<file path="config.mk">
export PLATFORM = sky130hd
export DESIGN_NAME = sram_async_ctrl
export DESIGN_NICKNAME = d
export VERILOG_FILES = /design/src/rtl/sramc_pkg.sv /design/src/rtl/sramc_timer.sv /design/src/rtl/sramc_seq.sv /design/src/rtl/sramc_dpath.sv /design/src/rtl/sram_async_ctrl.sv
export SDC_FILE = /design/constraint.sdc
export NUM_CORES = 1
export LEC_CHECK = 0
export ABC_AREA = 1
export ABC_CLOCK_PERIOD_IN_PS = 2450
export BUFFER_PORTS_ARGS = -buffer_cell sky130_fd_sc_hd__buf_2
export CORE_ASPECT_RATIO = 0.8
export CORE_MARGIN = 3
export CORE_UTILIZATION = 35
export DETAILED_ROUTE_END_ITERATION = 16
export GPL_ROUTABILITY_DRIVEN = 1
export GPL_TIMING_DRIVEN = 0
export PLACE_DENSITY = 0.63
export SLEW_MARGIN = 20
export SYNTH_ARGS = -nofsm -noshare
export SYNTH_HDL_FRONTEND = slang
export SYNTH_SLANG_ARGS = --single-unit
</file>
<file path="constraint.sdc">
create_clock -name clk -period 2.45 [get_ports clk]
set_input_delay 0.1225 -clock clk [delete_from_list [all_inputs] [get_ports clk]]
set_output_delay 0.1225 -clock clk [all_outputs]
set_load 0.01 [all_outputs]
</file>
<file path="src/rtl/sramc_pkg.sv">
package sramc_pkg;

  typedef enum logic [2:0] {
    ST_IDLE,
    ST_ADDR,
    ST_READ,
    ST_WRITE,
    ST_RECOV
  } sramc_state_e;

  function automatic int max2(input int a, input int b);
    return (a > b) ? a : b;
  endfunction

endpackage

</file>
<file path="src/rtl/sramc_timer.sv">
module sramc_timer #(
  parameter int CNT_W = 3
) (
  input  logic             clk,
  input  logic             rst_n,
  input  logic             load,
  input  logic [CNT_W-1:0] load_val,
  output logic [CNT_W-1:0] cnt,
  output logic             expired
);

  logic [CNT_W-1:0] cnt_q;
  logic [CNT_W-1:0] cnt_d;
  logic             cnt_en;

  assign expired = (cnt_q == '0);
  assign cnt_en  = load | ~expired;

  always_comb begin
    if (load) cnt_d = load_val;
    else      cnt_d = cnt_q - 1'b1;
  end

  always_ff @(posedge clk or negedge rst_n) begin
    if (!rst_n)      cnt_q <= '0;
    else if (cnt_en) cnt_q <= cnt_d;
  end

  assign cnt = cnt_q;

endmodule

</file>
<file path="src/rtl/sramc_seq.sv">
module sramc_seq
  import sramc_pkg::*;
#(
  parameter int CNT_W   = 3,
  parameter int RD_CYC  = 4,
  parameter int WR_CYC  = 5,
  parameter int REC_CYC = 2
) (
  input  logic             clk,
  input  logic             rst_n,
  input  logic             req,
  input  logic             op_wr,
  input  logic             expired,
  output sramc_state_e     state,
  output logic             accept,
  output logic             load,
  output logic [CNT_W-1:0] load_val,
  output logic             rd_done,
  output logic             wr_done
);

  localparam logic [CNT_W-1:0] LD_RD  = CNT_W'(RD_CYC - 1);
  localparam logic [CNT_W-1:0] LD_WR  = CNT_W'(WR_CYC - 1);
  localparam logic [CNT_W-1:0] LD_REC = CNT_W'(REC_CYC - 1);

  sramc_state_e st_q;
  sramc_state_e st_d;

  always_comb begin
    st_d     = st_q;
    accept   = 1'b0;
    load     = 1'b0;
    load_val = '0;
    rd_done  = 1'b0;
    wr_done  = 1'b0;
    case (st_q)
      ST_IDLE: begin
        if (req) begin
          accept = 1'b1;
          st_d   = ST_ADDR;
        end
      end
      ST_ADDR: begin
        load = 1'b1;
        if (op_wr) begin
          load_val = LD_WR;
          st_d     = ST_WRITE;
        end else begin
          load_val = LD_RD;
          st_d     = ST_READ;
        end
      end
      ST_READ: begin
        if (expired) begin
          rd_done  = 1'b1;
          load     = 1'b1;
          load_val = LD_REC;
          st_d     = ST_RECOV;
        end
      end
      ST_WRITE: begin
        if (expired) begin
          wr_done  = 1'b1;
          load     = 1'b1;
          load_val = LD_REC;
          st_d     = ST_RECOV;
        end
      end
      ST_RECOV: begin
        if (expired) st_d = ST_IDLE;
      end
      default: st_d = ST_IDLE;
    endcase
  end

  always_ff @(posedge clk or negedge rst_n) begin
    if (!rst_n) st_q <= ST_IDLE;
    else        st_q <= st_d;
  end

  assign state = st_q;

endmodule

</file>
<file path="src/rtl/sramc_dpath.sv">
module sramc_dpath #(
  parameter int ADDR_W = 14,
  parameter int DATA_W = 4
) (
  input  logic              clk,
  input  logic              rst_n,
  input  logic              accept,
  input  logic              req_wr,
  input  logic [ADDR_W-1:0] req_addr,
  input  logic [DATA_W-1:0] req_wdata,
  input  logic              rd_done,
  input  logic              wr_done,
  input  logic [DATA_W-1:0] dq_in,
  output logic              op_wr,
  output logic [ADDR_W-1:0] addr,
  output logic [DATA_W-1:0] wdata,
  output logic [DATA_W-1:0] rdata,
  output logic              ready
);

  logic              op_wr_q;
  logic [ADDR_W-1:0] addr_q;
  logic [DATA_W-1:0] wdata_q;
  logic [DATA_W-1:0] rdata_q;
  logic              ready_q;

  always_ff @(posedge clk or negedge rst_n) begin
    if (!rst_n) begin
      op_wr_q <= 1'b0;
      addr_q  <= '0;
      wdata_q <= '0;
    end else if (accept) begin
      op_wr_q <= req_wr;
      addr_q  <= req_addr;
      wdata_q <= req_wdata;
    end
  end

  always_ff @(posedge clk or negedge rst_n) begin
    if (!rst_n)       rdata_q <= '0;
    else if (rd_done) rdata_q <= dq_in;
  end

  always_ff @(posedge clk or negedge rst_n) begin
    if (!rst_n) ready_q <= 1'b0;
    else        ready_q <= rd_done | wr_done;
  end

  assign op_wr = op_wr_q;
  assign addr  = addr_q;
  assign wdata = wdata_q;
  assign rdata = rdata_q;
  assign ready = ready_q;

endmodule

</file>
<file path="src/rtl/sram_async_ctrl.sv">
module sram_async_ctrl
  import sramc_pkg::*;
#(
  parameter int ADDR_W   = 14,
  parameter int DATA_W   = 4,
  parameter int RD_CYC   = 4,
  parameter int WP_CYC   = 3,
  parameter int TURN_CYC = 2,
  parameter int DSU_CYC  = 3,
  parameter int REC_CYC  = 2
) (
  input  logic              clk,
  input  logic              rst_n,
  input  logic              host_req,
  input  logic              host_wr,
  input  logic [ADDR_W-1:0] host_addr,
  input  logic [DATA_W-1:0] host_wdata,
  output logic              host_ready,
  output logic [DATA_W-1:0] host_rdata,
  output logic [ADDR_W-1:0] ram_addr,
  output logic              ram_cs_n,
  output logic              ram_we_n,
  output logic              ram_oe_n,
  output logic [DATA_W-1:0] ram_dq_out,
  output logic              ram_dq_oe,
  input  logic [DATA_W-1:0] ram_dq_in
);

  localparam int WR_CYC  = max2(WP_CYC, TURN_CYC + DSU_CYC);
  localparam int MAX_CYC = max2(max2(RD_CYC, WR_CYC), REC_CYC);
  localparam int CNT_W   = $clog2(MAX_CYC + 1);
  localparam logic [CNT_W-1:0] DRV_LIM = CNT_W'(WR_CYC - TURN_CYC);

  logic [1:0]       rst_sync_q;
  logic             rst_int_n;
  sramc_state_e     state;
  logic             accept;
  logic             load;
  logic [CNT_W-1:0] load_val;
  logic [CNT_W-1:0] cnt;
  logic             expired;
  logic             rd_done;
  logic             wr_done;
  logic             op_wr;

  always_ff @(posedge clk or negedge rst_n) begin
    if (!rst_n) rst_sync_q <= 2'b00;
    else        rst_sync_q <= {rst_sync_q[0], 1'b1};
  end
  assign rst_int_n = rst_sync_q[1];

  sramc_timer #(.CNT_W(CNT_W)) u_timer (
    .clk      (clk),
    .rst_n    (rst_int_n),
    .load     (load),
    .load_val (load_val),
    .cnt      (cnt),
    .expired  (expired)
  );

  sramc_seq #(
    .CNT_W   (CNT_W),
    .RD_CYC  (RD_CYC),
    .WR_CYC  (WR_CYC),
    .REC_CYC (REC_CYC)
  ) u_seq (
    .clk      (clk),
    .rst_n    (rst_int_n),
    .req      (host_req),
    .op_wr    (op_wr),
    .expired  (expired),
    .state    (state),
    .accept   (accept),
    .load     (load),
    .load_val (load_val),
    .rd_done  (rd_done),
    .wr_done  (wr_done)
  );

  sramc_dpath #(.ADDR_W(ADDR_W), .DATA_W(DATA_W)) u_dpath (
    .clk       (clk),
    .rst_n     (rst_int_n),
    .accept    (accept),
    .req_wr    (host_wr),
    .req_addr  (host_addr),
    .req_wdata (host_wdata),
    .rd_done   (rd_done),
    .wr_done   (wr_done),
    .dq_in     (ram_dq_in),
    .op_wr     (op_wr),
    .addr      (ram_addr),
    .wdata     (ram_dq_out),
    .rdata     (host_rdata),
    .ready     (host_ready)
  );

  // Strobes decode straight from registered state; select and write enable
  // share one state so they open and close on the same edge.
  assign ram_cs_n  = ~((state == ST_READ) | (state == ST_WRITE));
  assign ram_we_n  = ~(state == ST_WRITE);
  assign ram_oe_n  = ~(state == ST_READ);
  assign ram_dq_oe = (state == ST_WRITE) && (cnt < DRV_LIM);

endmodule

</file>
# Word level (Yosys, flattened, before mapping)
# Cells that the tools add are included.
# totals
ff_bits	32
latchBits	0
mem_bits_rw	0
rom_bits	0
input_bits	26
output_inout_bits	27
word_cells	44
mem_count	0
# classes
add_sub_neg	1
n_mul	0
div	0
order_cmp	1
eq_ne	7
n_shift	0
n_mux	15
bitwise	7
n_reduce_logical	5
# ops
cell	n
$mux 3	5
$pmux 3 s4	1
$mux 1	7
$eq 3x2->1 const B	2
$logic_not 3->1	2
$pmux 3 s2	1
$ne 2x2->1 const B	2
$not 1->1	4
$eq 3x1->1 const B	1
$eq 3x3->1 const B	1
$lt 3x2->1 const B	1
$or 1x1->1	3
$reduce_and 3->1	1
$sub 3x1->3 const B	1
$ne 2x1->1 const B	1
$pmux 1 s2	1
$reduce_or 2->1	1
$logic_and 1x1->1	1

# Logic depth before layout (Yosys ltp)
# Gate-level depths: netlist of the first run.
# depth
ltp_word	4
mapped_depth	9

# By module
# Synthesis of the first run repeated with hierarchy kept, for this count alone.
# hier_totals
hier_cells	171
area_unflattened_um2	1455.1
# modules_own_cells
mod	instances	cells_each	area_each_um2	seq_area_each_um2
sramc_dpath	1	99	918.4	600.6
sramc_seq	1	29	232.7	75.1
sramc_timer	1	32	207.7	75.1
sram_async_ctrl	1	11	96.3	50.0

# Worst setup path before layout of the first run
# OpenSTA, ideal clock, no wires.
# synth_path
path_type	register -> register
startpoint	register u_timer.cnt_q[0] (netlist: u_timer.cnt[0])
endpoint	register u_timer.cnt_q[1] (netlist: u_timer.cnt[1])
setup_time_ns	0.113
t_arrival_ns	1.194
t_required_ns	2.337
setup_slack_ns	1.142
path_stages_with_launch	10
n_path_buf	0
cell_sequence	dfrtp_1 -> inv_1 -> ha_1 -> inv_1 -> nor2_2 -> nand2_1 -> nand3_1 -> nand2_1 -> nand2_1 -> inv_1
# synth_between
elab_chain_len	4
# synth_lines
element	line_no	rtl
start: declaration	sramc_timer.sv:12	logic [CNT_W-1:0] cnt_q;
start signal: assignment	sramc_timer.sv:26	else if (cnt_en) cnt_q <= cnt_d;
$logic_not 3->1	sramc_timer.sv:16	assign expired = (cnt_q == '0);
$mux 1	sramc_seq.sv:54, sramc_seq.sv:62	
$pmux 1 s2	sramc_seq.sv:36	case (st_q)
$mux 3 / $or 1x1->1 (equally long branches)	sramc_timer.sv:20, sramc_timer.sv:17	
# Parallel ways exist; a longest one is shown, timed or not.
# A chain may end at the register's enable or synchronous reset.

# Final worst setup path of the first run
# Ends and elaborated chain as after synthesis.

==> flow_summary.toml, run 1 <==
[run_status]
status = "finished, final reports clean"

[critical_path]
crit_arrival_ns = 1.71
path_class = "reg -> reg"
cp.required_ns = 2.62
reg2reg_slack_ns = 0.90
r2r-end = "u_timer.cnt[1]"
timing.critical_path.to_type = "register"
cp_max_fo = 8
r2r.worst_path.cells = 9
setup.worst_path.start_class = "register"
regToRegStartpoint = "u_timer.cnt[0]"

[sta]
tns_ns = 0
tightest_slew_ns = 0.618
relSlewSlack_pct = 58.8
finalSetupViolCount = 0
fin_skew_ns = 0.00222
hold_viol_final = 0
finalCriticalPeriod_ns = 1.55
fmax_mhz = 647
finalMaxSlewViolations = 0
rsz0062_at_grt = "false"
post-route-period-util_pct = 63.1

[pwr]
power.switching_mw = 1.00
pwr-share-seq_pct = 38.0
leakagePower_nw = 1.10
power_density_nw_per_um2 = 1290
ir_drop_uv = 507
p_int_mw = 1.44
clkPwrFrac_pct = 14.7
swShare_pct = 41.1
p_comb_share_pct = 47.4

[grt]
globalRouteOverflowTotal = 0
grt_max_degree = 31
antenna_found_initial = 0
grt_pass1_vias = 1046
grt_use_total_pct = 11.6
grt_pass1_wl_um = 4570

[detailed_routing]
drtIter0Drc = 31
wl_per_cell_um = 9.88
route.detailed.drc = 0
vias = 1190
drt-total-wl_um = 2790
postRouteAntennaNets = 0
vias_per_cell = 4.22
first_pass_iters = 4

[synthesis]
synth_seq_cells = 32
synthCells = 167
ys_types = 21
synth_area_per_cell_um2 = 8.81
syn_nets = 195
ys_warn_count = 0
ys_seq_area_share_pct = 54.4
synthesis.area_um2 = 1470

[final_layout]
synthToLayoutAreaGrowth_pct = 28.4
final_area_um2 = 1890
multi_input_area_um2 = 499
stdcell_count = 282
fill_cells = 403
final_util_pct = 48.1
antenna_cells = 0
drive_gt1_share_pct = 34.4
ff_latch_area_um2 = 802
fin_nets = 255

[cts]
cts_setup_buffers = 0
cts.sinks = 32
clk_path_buf_depth = 2
clk_latency_ns = 0.27
cts_root_buf = "clkbuf_8"
cts_buffers = 5
clk_pin_slew_ns = 0.06
post_cts_resized = 0
cts_tree = "yes"
htree_num_levels = 2

[die]
fp.dieH_um = 64.0
die_w_um = 78.5
rows = 20
die_area_um2 = 5020
start_util_pct = 37.5
io_pins = 53
fp.coreArea_um2 = 3930

[hold_path]
hp-class = "in -> reg"
hold_end = "u_dpath.rdata[3]"
hp-start = "ram_dq_in[3]"
worstHoldPathCells = 3

[placed_design]
dp_hpwl_um = 2090
placed_area_um2 = 1800
numPortBuffers = 52
gp_congestion = 0.880
place_inst = 274

[flow_run]
drv_cap = 0
[power groups by stage]
| stage | Sequential [mW] | Combinational [mW] | Clock [mW] |
|---|---|---|---|
| after floorplan | 1.01 | 0.718 | 0 |
| after global placement | 0.936 | 1.16 | 0 |
| after detailed placement | 0.938 | 1.18 | 0 |
| after CTS | 0.932 | 1.18 | 0.377 |
| after global routing | 0.961 | 1.31 | 0.400 |
| final | 0.928 | 1.16 | 0.359 |
[stage by stage]
| step | setup WS (ns) | hold WS (ns) | total power, mW |
|---|---|---|---|
| finish | 0.905 | 0.0836 | 2.44 |
| floorplan | 1.14 | -0.173 | 1.73 |
| detailed placement | 0.911 | -0.0895 | 2.12 |
| CTS | 0.902 | 0.0731 | 2.49 |
| global route | 0.765 | 0.0826 | 2.67 |
| global placement | 0.900 | -0.0907 | 2.10 |
[how the worst max path moves through the flow]
| stage | from | endpoint | slack (ns) | cells past startpoint |
|---|---|---|---|---|
| after CTS | u_timer.cnt[0] | u_timer.cnt[1] | 0.90 | 9 |
| after global routing | u_timer.cnt[0] | u_timer.cnt[1] | 0.76 | 9 |
| final | u_timer.cnt[0] | u_timer.cnt[1] | 0.90 | 9 |
| after detailed placement | u_timer.cnt[0] | u_timer.cnt[1] | 0.91 | 9 |
| after floorplan | u_timer.cnt[0] | u_timer.cnt[1] | 1.14 | 9 |
| after global placement | u_timer.cnt[0] | u_timer.cnt[1] | 0.90 | 9 |
[metal layers]
metal	part of all wire, %	GRT usage [%]	vias to the layer above
li1	-	-	628
met1	47	15.5	520
met2	44	17.2	39
met3	8.2	4.51	3
met4	0.50	3.93	0
met5	0	0	-
[placed cells by master (no fill, tap or decap)]
cell and count:
ha_1 2, clkbuf_8 5, clkinv_2 1, o21ai_0 10, clkbuf_1 1, nor3_4 1, a21oi_1 1, buf_8 1
nand3_2 1, nand3_1 15, nor2_1 3, a21oi_2 1, nand2_1 49, a211oi_1 1, inv_1 33, nor2_4 1
buf_2 53, dfrtp_1 31, nor2_2 1, o21ai_2 9, buf_6 2, nand4_1 1, clkbuf_2 1, dlygate4sd3_1 1
conb_1 1, dfrtp_2 1
[logic make-up after synthesis]
kind of cell | synth area share (%)
other | 0.255
buffers and inverters | 11.6
flip-flops | 54.4
AO/OA/AOI/OAI | 10.2
adder cells (fa/ha/maj) | 1.70
AND/OR/NAND/NOR | 21.8
[flip-flops by register name (all words and copies together), names as in the netlist]
signal         cells
u_dpath.ready      1
u_timer.cnt        3
u_dpath.rdata      4
u_seq.state        3
u_dpath.wdata      4
u_dpath.op_wr      1
u_dpath.addr      14
rst_sync_q         2
[critical path, cell delays in order, from the launching register on]
cell and delay (ns):
dfrtp_1 0.39, inv_1 0.11, ha_1 0.17, inv_1 0.05, nor2_2 0.26, nand2_1 0.20, nand3_1 0.11, nand2_1 0.05
nand2_1 0.06, inv_1 0.04
[timing repair]
item | 4_1_cts | 5_1_grt
endpoints found under the hold margin | 2 | 0
hold buffers | 1 | 0
setup endpoints to repair | 0 | 0
[area by class of cell]
type,count,share of cell area [%]
multi-input combinational,97,26.4
buffer,5,2.52
sequential,32,42.5
timing repair buffer,53,14.3
inverter,33,6.56
clock inverter,1,0.265
tap,55,3.64
clock buffer,6,3.84
[synthesized netlist by cell type]
library cell,n,share of area [%]
a211oi_1,1,0.51
a21oi_1,1,0.34
a21oi_2,1,0.60
buf_2,1,0.34
buf_6,2,1.5
buf_8,1,1.0
clkbuf_2,1,0.34
conb_1,1,0.25
dfrtp_1,32,54
ha_1,2,1.7
inv_1,33,8.4
nand2_1,49,13
nand3_1,15,5.1
nand3_2,1,0.68
nand4_1,1,0.43
nor2_1,3,0.77
nor2_2,1,0.43
nor2_4,1,0.77
nor3_4,1,1.1
o21ai_0,10,3.4
o21ai_2,9,5.4
(Power assumes the default switching activity.)
==> run 2, diff against run 1 <==
- ABC_CLOCK_PERIOD_IN_PS: 2450 -> 1350
- PLACE_DENSITY: 0.63 -> 0.65
- clock period: 2.45 -> 1.35 ns (I/O delays scaled with it)
==> flow_summary.toml, run 2 (same netlist as run 1, synthesis figures left out) <==
[final_layout]
synthToLayoutAreaGrowth_pct = 36.3
final_cell_mix = "52 x buf_2, 48 x nand2_1, 30 x inv_1"
antenna_cells = 0
ff_latch_area_um2 = 805
layout_commonest_cell = "buf_2"
fill_cells = 391
stdcell_count = 289
final_util_pct = 51.1
fin_nets = 262
largest_reg_flops = 14
drive_gt1_share_pct = 41.0
multi_input_area_um2 = 539

[critical_path]
cpPeakStageDelay_ns = 0.41
cp.required_ns = 1.52
crit_arrival_ns = 1.46
worst_path_max_delay_cell = "dfrtp_1"
path_class = "reg -> reg"
reg2reg_slack_ns = 0.06
cp_max_fo = 6
setup.worst_path.start_class = "register"
cp_cell_sequence = "inv_2 -> ha_4 -> inv_1 -> nor2_4 -> nand2_4 -> nand3_2 -> nand2_1 -> nand2_1 -> inv_1"
timing.critical_path.to_type = "register"

[sta]
whs_ns = 0.0192
tns_ns = 0
fmax_mhz = 773
finalMaxSlewViolations = 0
tightest_slew_ns = 0.629
fin_skew_ns = 0.00406
rsz0062_at_grt = "true"
hold_viol_final = 0
finalWorstSetupSlack_ns = 0.0561
post-route-period-util_pct = 95.8
finalCriticalPeriod_ns = 1.29
relSlewSlack_pct = 58.0
finalSetupViolCount = 0

[cts]
cts_buffers = 5
clk_pin_slew_ns = 0.06
cts_tree = "yes"
clk_path_buf_depth = 2
cts.sinks = 32
clk_latency_ns = 0.28
cts_root_buf = "clkbuf_8"
htree_num_levels = 2

[grt]
grt_pass1_wl_um = 4760
grt_pass1_vias = 1111
globalRouteOverflowTotal = 0
grt_use_met2_pct = 18.6
grt_max_degree = 31
grt_use_met3_pct = 4.37
antenna_found_initial = 0
grt_use_total_pct = 12.3
gr-max-usage-layer = "met2"
met1_usage_pct = 15.6

[placed_design]
dp_hpwl_um = 2140
place_inst = 274
numPortBuffers = 52
pre_cts_slack_ns = -0.202
gp_congestion = 0.866

[pwr]
ir_drop_uv = 862
swShare_pct = 40.3
p_comb_share_pct = 49.4
pwr-share-seq_pct = 35.0
p_int_mw = 2.92
power.switching_mw = 1.97
leakagePower_nw = 1.16
power_density_nw_per_um2 = 2440
clkPwrFrac_pct = 15.7

[detailed_routing]
drt-total-wl_um = 2950
vias = 1242
vias_per_cell = 4.30
first_pass_iters = 4
route.detailed.drc = 0
wl_per_cell_um = 10.2
postRouteAntennaNets = 0
drtIter0Drc = 16

[die]
io_pins = 53
die_area_um2 = 5020
die_w_um = 78.5
fp.dieH_um = 64.0
fp.coreArea_um2 = 3930
start_util_pct = 37.5
rows = 20

[run_status]
status = "finished, final reports clean"

[flow_run]
drv_cap = 0

[hold_path]
hp-class = "in -> reg"
[run 2: changes by cell type in the layout (fill, tap and decap cells not counted), sizes merged]
cell and delta:
clkinv -1, buf +7, clkbuf +1
[run 2: final timing paths]
path                                 from          endpoint  cells after the start
max reg2reg                u_timer.cnt[0]    u_timer.cnt[1]                      9
min                          ram_dq_in[3]  u_dpath.rdata[3]                      3
min reg2reg                 rst_sync_q[1]    u_timer.cnt[0]                      0
max in group asynchronous   rst_sync_q[1]    u_seq.state[1]                      0
min in group asynchronous           rst_n     rst_sync_q[1]                      2
max                        u_timer.cnt[0]    u_timer.cnt[1]                      9
[run 2: power by group through the flow]
stage,Combinational [mW],Clock [mW],Sequential [mW]
floorplan,1.30,0,1.84
finish,2.41,0.766,1.71
CTS,2.29,0.799,1.71
detailed placement,2.15,0,1.70
global placement,2.11,0,1.70
global route,2.71,0.845,1.77
[run 2: per-stage QoR]
stage          area (um^2)  total power [mW]
6_report              2010              4.89
5_1_grt               2010              5.33
4_1_cts               1950              4.80
3_5_place_dp          1800              3.86
3_3_place_gp          1800              3.81
2_1_floorplan         1470              3.14
[run 2: layout make-up]
cell class                      count  share of cell area, %
Clock buffer                        7                   4.80
Inverter                           33                   6.18
Timing Repair Buffer               60                   16.1
Tap cell                           55                   3.43
Multi-Input combinational cell     97                   26.9
Sequential cell                    32                   40.1
Buffer                              5                   2.50
[run 2: routing by layer]
metal  vias up  share of wire, %
li1        645                 -
met2        39                44
met1       553                48
met5         -                 0
met4         0               1.2
met3         5               6.8
[run 2: critical path: cells and delay by family, from the launching register on]
kind | cells | cell delay (ns)
fa+ha+maj | 1 | 0.13
buf+inv | 3 | 0.20
flops | 1 | 0.41
simple gates | 5 | 0.47
[run 2: timing repair]
action,CTS,global route
endpoints found under the setup margin,10,9
pin swaps,3,4
resized for setup,8,6
hold endpoints to repair,2,0
gates cloned,0,0
hold buffers,1,0
setup buffers,3,4
==> run 3, diff against run 2 <==
- CELL_PAD_IN_SITES_DETAIL_PLACEMENT: default -> 0
- CELL_PAD_IN_SITES_GLOBAL_PLACEMENT: default -> 1
- CORE_UTILIZATION: 35 -> 32
- PLACE_DENSITY: 0.65 -> 0.78
==> flow_summary.toml, run 3 (same netlist as run 1, synthesis figures left out) <==
[run_status]
status = "finished, final reports clean"

[sta]
rsz0062_at_grt = "true"
finalWorstSetupSlack_ns = 0.0518
finalCriticalPeriod_ns = 1.30
relSlewSlack_pct = 56.9
finalSetupViolCount = 0
fmax_mhz = 770
post-route-period-util_pct = 96.2
tightest_slew_ns = 0.646
fin_skew_ns = 0.00591
hold_viol_final = 0
finalMaxSlewViolations = 0

[pwr]
ir_drop_uv = 951
power_density_nw_per_um2 = 2510
leakagePower_nw = 1.19
total_power_mw = 5.23

[grt]
antenna_found_initial = 0
grt_max_degree = 31
globalRouteOverflowTotal = 0
grt_pass1_vias = 1190
grt_pass1_wl_um = 5280
grt_use_total_pct = 12.6

[detailed_routing]
vias = 1259
vias_per_cell = 4.27
route.detailed.drc = 0
drtIter0Drc = 34
first_pass_iters = 4
wl_per_cell_um = 10.8
drt-total-wl_um = 3180
postRouteAntennaNets = 0

[die]
fp.coreArea_um2 = 4310
fp.dieH_um = 66.7
die_w_um = 81.8
io_pins = 53
die_area_um2 = 5450
rows = 21
start_util_pct = 34.1

[final_layout]
antenna_cells = 0
final_cell_mix = "52 x buf_2, 48 x nand2_1, 30 x inv_1"
stdcell_count = 295
drive_gt1_share_pct = 42.4
largest_reg_flops = 14
fin_nets = 265
fill_cells = 436
final_util_pct = 48.4
ff_latch_area_um2 = 805
layout_commonest_cell = "buf_2"
synthToLayoutAreaGrowth_pct = 41.8
multi_input_area_um2 = 552

[critical_path]
timing.critical_path.to_type = "output pin"
path_class = "reg -> out"
crit_arrival_ns = 1.23
worst_path_max_delay_cell = "dfrtp_2"
cp.required_ns = 1.28
cp_max_fo = 6
cpPeakStageDelay_ns = 0.47
setup.worst_path.start_class = "register"
cp_cell_sequence = "inv_2 -> nand3_4 -> a211oi_2 -> buf_2"

[cts]
clk_path_buf_depth = 2
cts.sinks = 32
cts_root_buf = "clkbuf_8"
clk_latency_ns = 0.27
clk_pin_slew_ns = 0.07
htree_num_levels = 2
cts_buffers = 5
cts_tree = "yes"

[placed_design]
numPortBuffers = 52
dp_hpwl_um = 2250
gp_congestion = 0.775
place_inst = 276
pre_cts_slack_ns = -0.196

[flow_run]
drv_cap = 0

[hold_path]
hp-class = "in -> reg"
[run 3: power breakdown]
part           switching (mW)  total, mW  internal, mW  leakage [nW]
clock network           0.330      0.980         0.651        0.0645
logic                    1.39       2.53          1.14         0.737
registers               0.313       1.72          1.41         0.391
total                    2.03       5.23          3.20          1.19
[run 3: timing repair]
action,CTS,global route
gates cloned,0,0
buffers inserted,3,7
pin swaps,2,3
hold buffers,1,0
endpoints found under the hold margin,2,0
setup endpoints to repair,10,9
gates resized for setup,8,9
[run 3: layout make-up]
type	count	share of cell area (%)
sequential	32	38.6
multi-input combinational	97	26.5
buffer	5	2.40
clock inverter	1	1.44
inverter	33	5.94
timing repair buffer	63	17.2
clock buffer	7	4.62
tap	57	3.42
[run 3: through the flow]
step / cell area [um^2] / hold WS [ns] / setup TNS, ns
after global placement: 1800 / -0.146 / -0.747
after CTS: 1990 / 0.0178 / 0
after detailed placement: 1800 / -0.145 / -0.611
after global routing: 2090 / 0.0195 / -0.0139
final: 2090 / 0.0234 / 0
after floorplan: 1470 / -0.228 / 0
[run 3: final timing paths]
kind                                         end  slack, ns      startpoint  depth (start not counted)
worst min-delay path            u_dpath.rdata[1]       0.02    ram_dq_in[1]                          3
worst max-delay path                   ram_dq_oe       0.05  u_seq.state[2]                          4
min in group asynchronous          rst_sync_q[1]       0.11           rst_n                          2
max in group asynchronous         u_seq.state[2]       0.60   rst_sync_q[1]                          0
worst max register to register   u_dpath.addr[5]       0.08  u_seq.state[2]                          6
worst min register to register  u_dpath.wdata[0]       0.29   rst_sync_q[1]                          0
[run 3: worst max-delay path: cells and delay by family, from the launching register on]
kind / cells / cell delay [ns]
and+or+nand+nor: 1 / 0.07
DFF: 1 / 0.47
AOI/OAI and AO/OA: 1 / 0.15
buffers and inverters: 2 / 0.26
[run 3: routing by layer]
metal  share of wire (%)  track usage [%]  up-vias  wire [um]
met5                   0                0        -          0
met4                 1.0             3.73        0         33
met3                 8.3             4.73        4        265
met2                  44             19.2       36       1410
met1                  46             16.7      570       1480
li1                    -                -      649          -
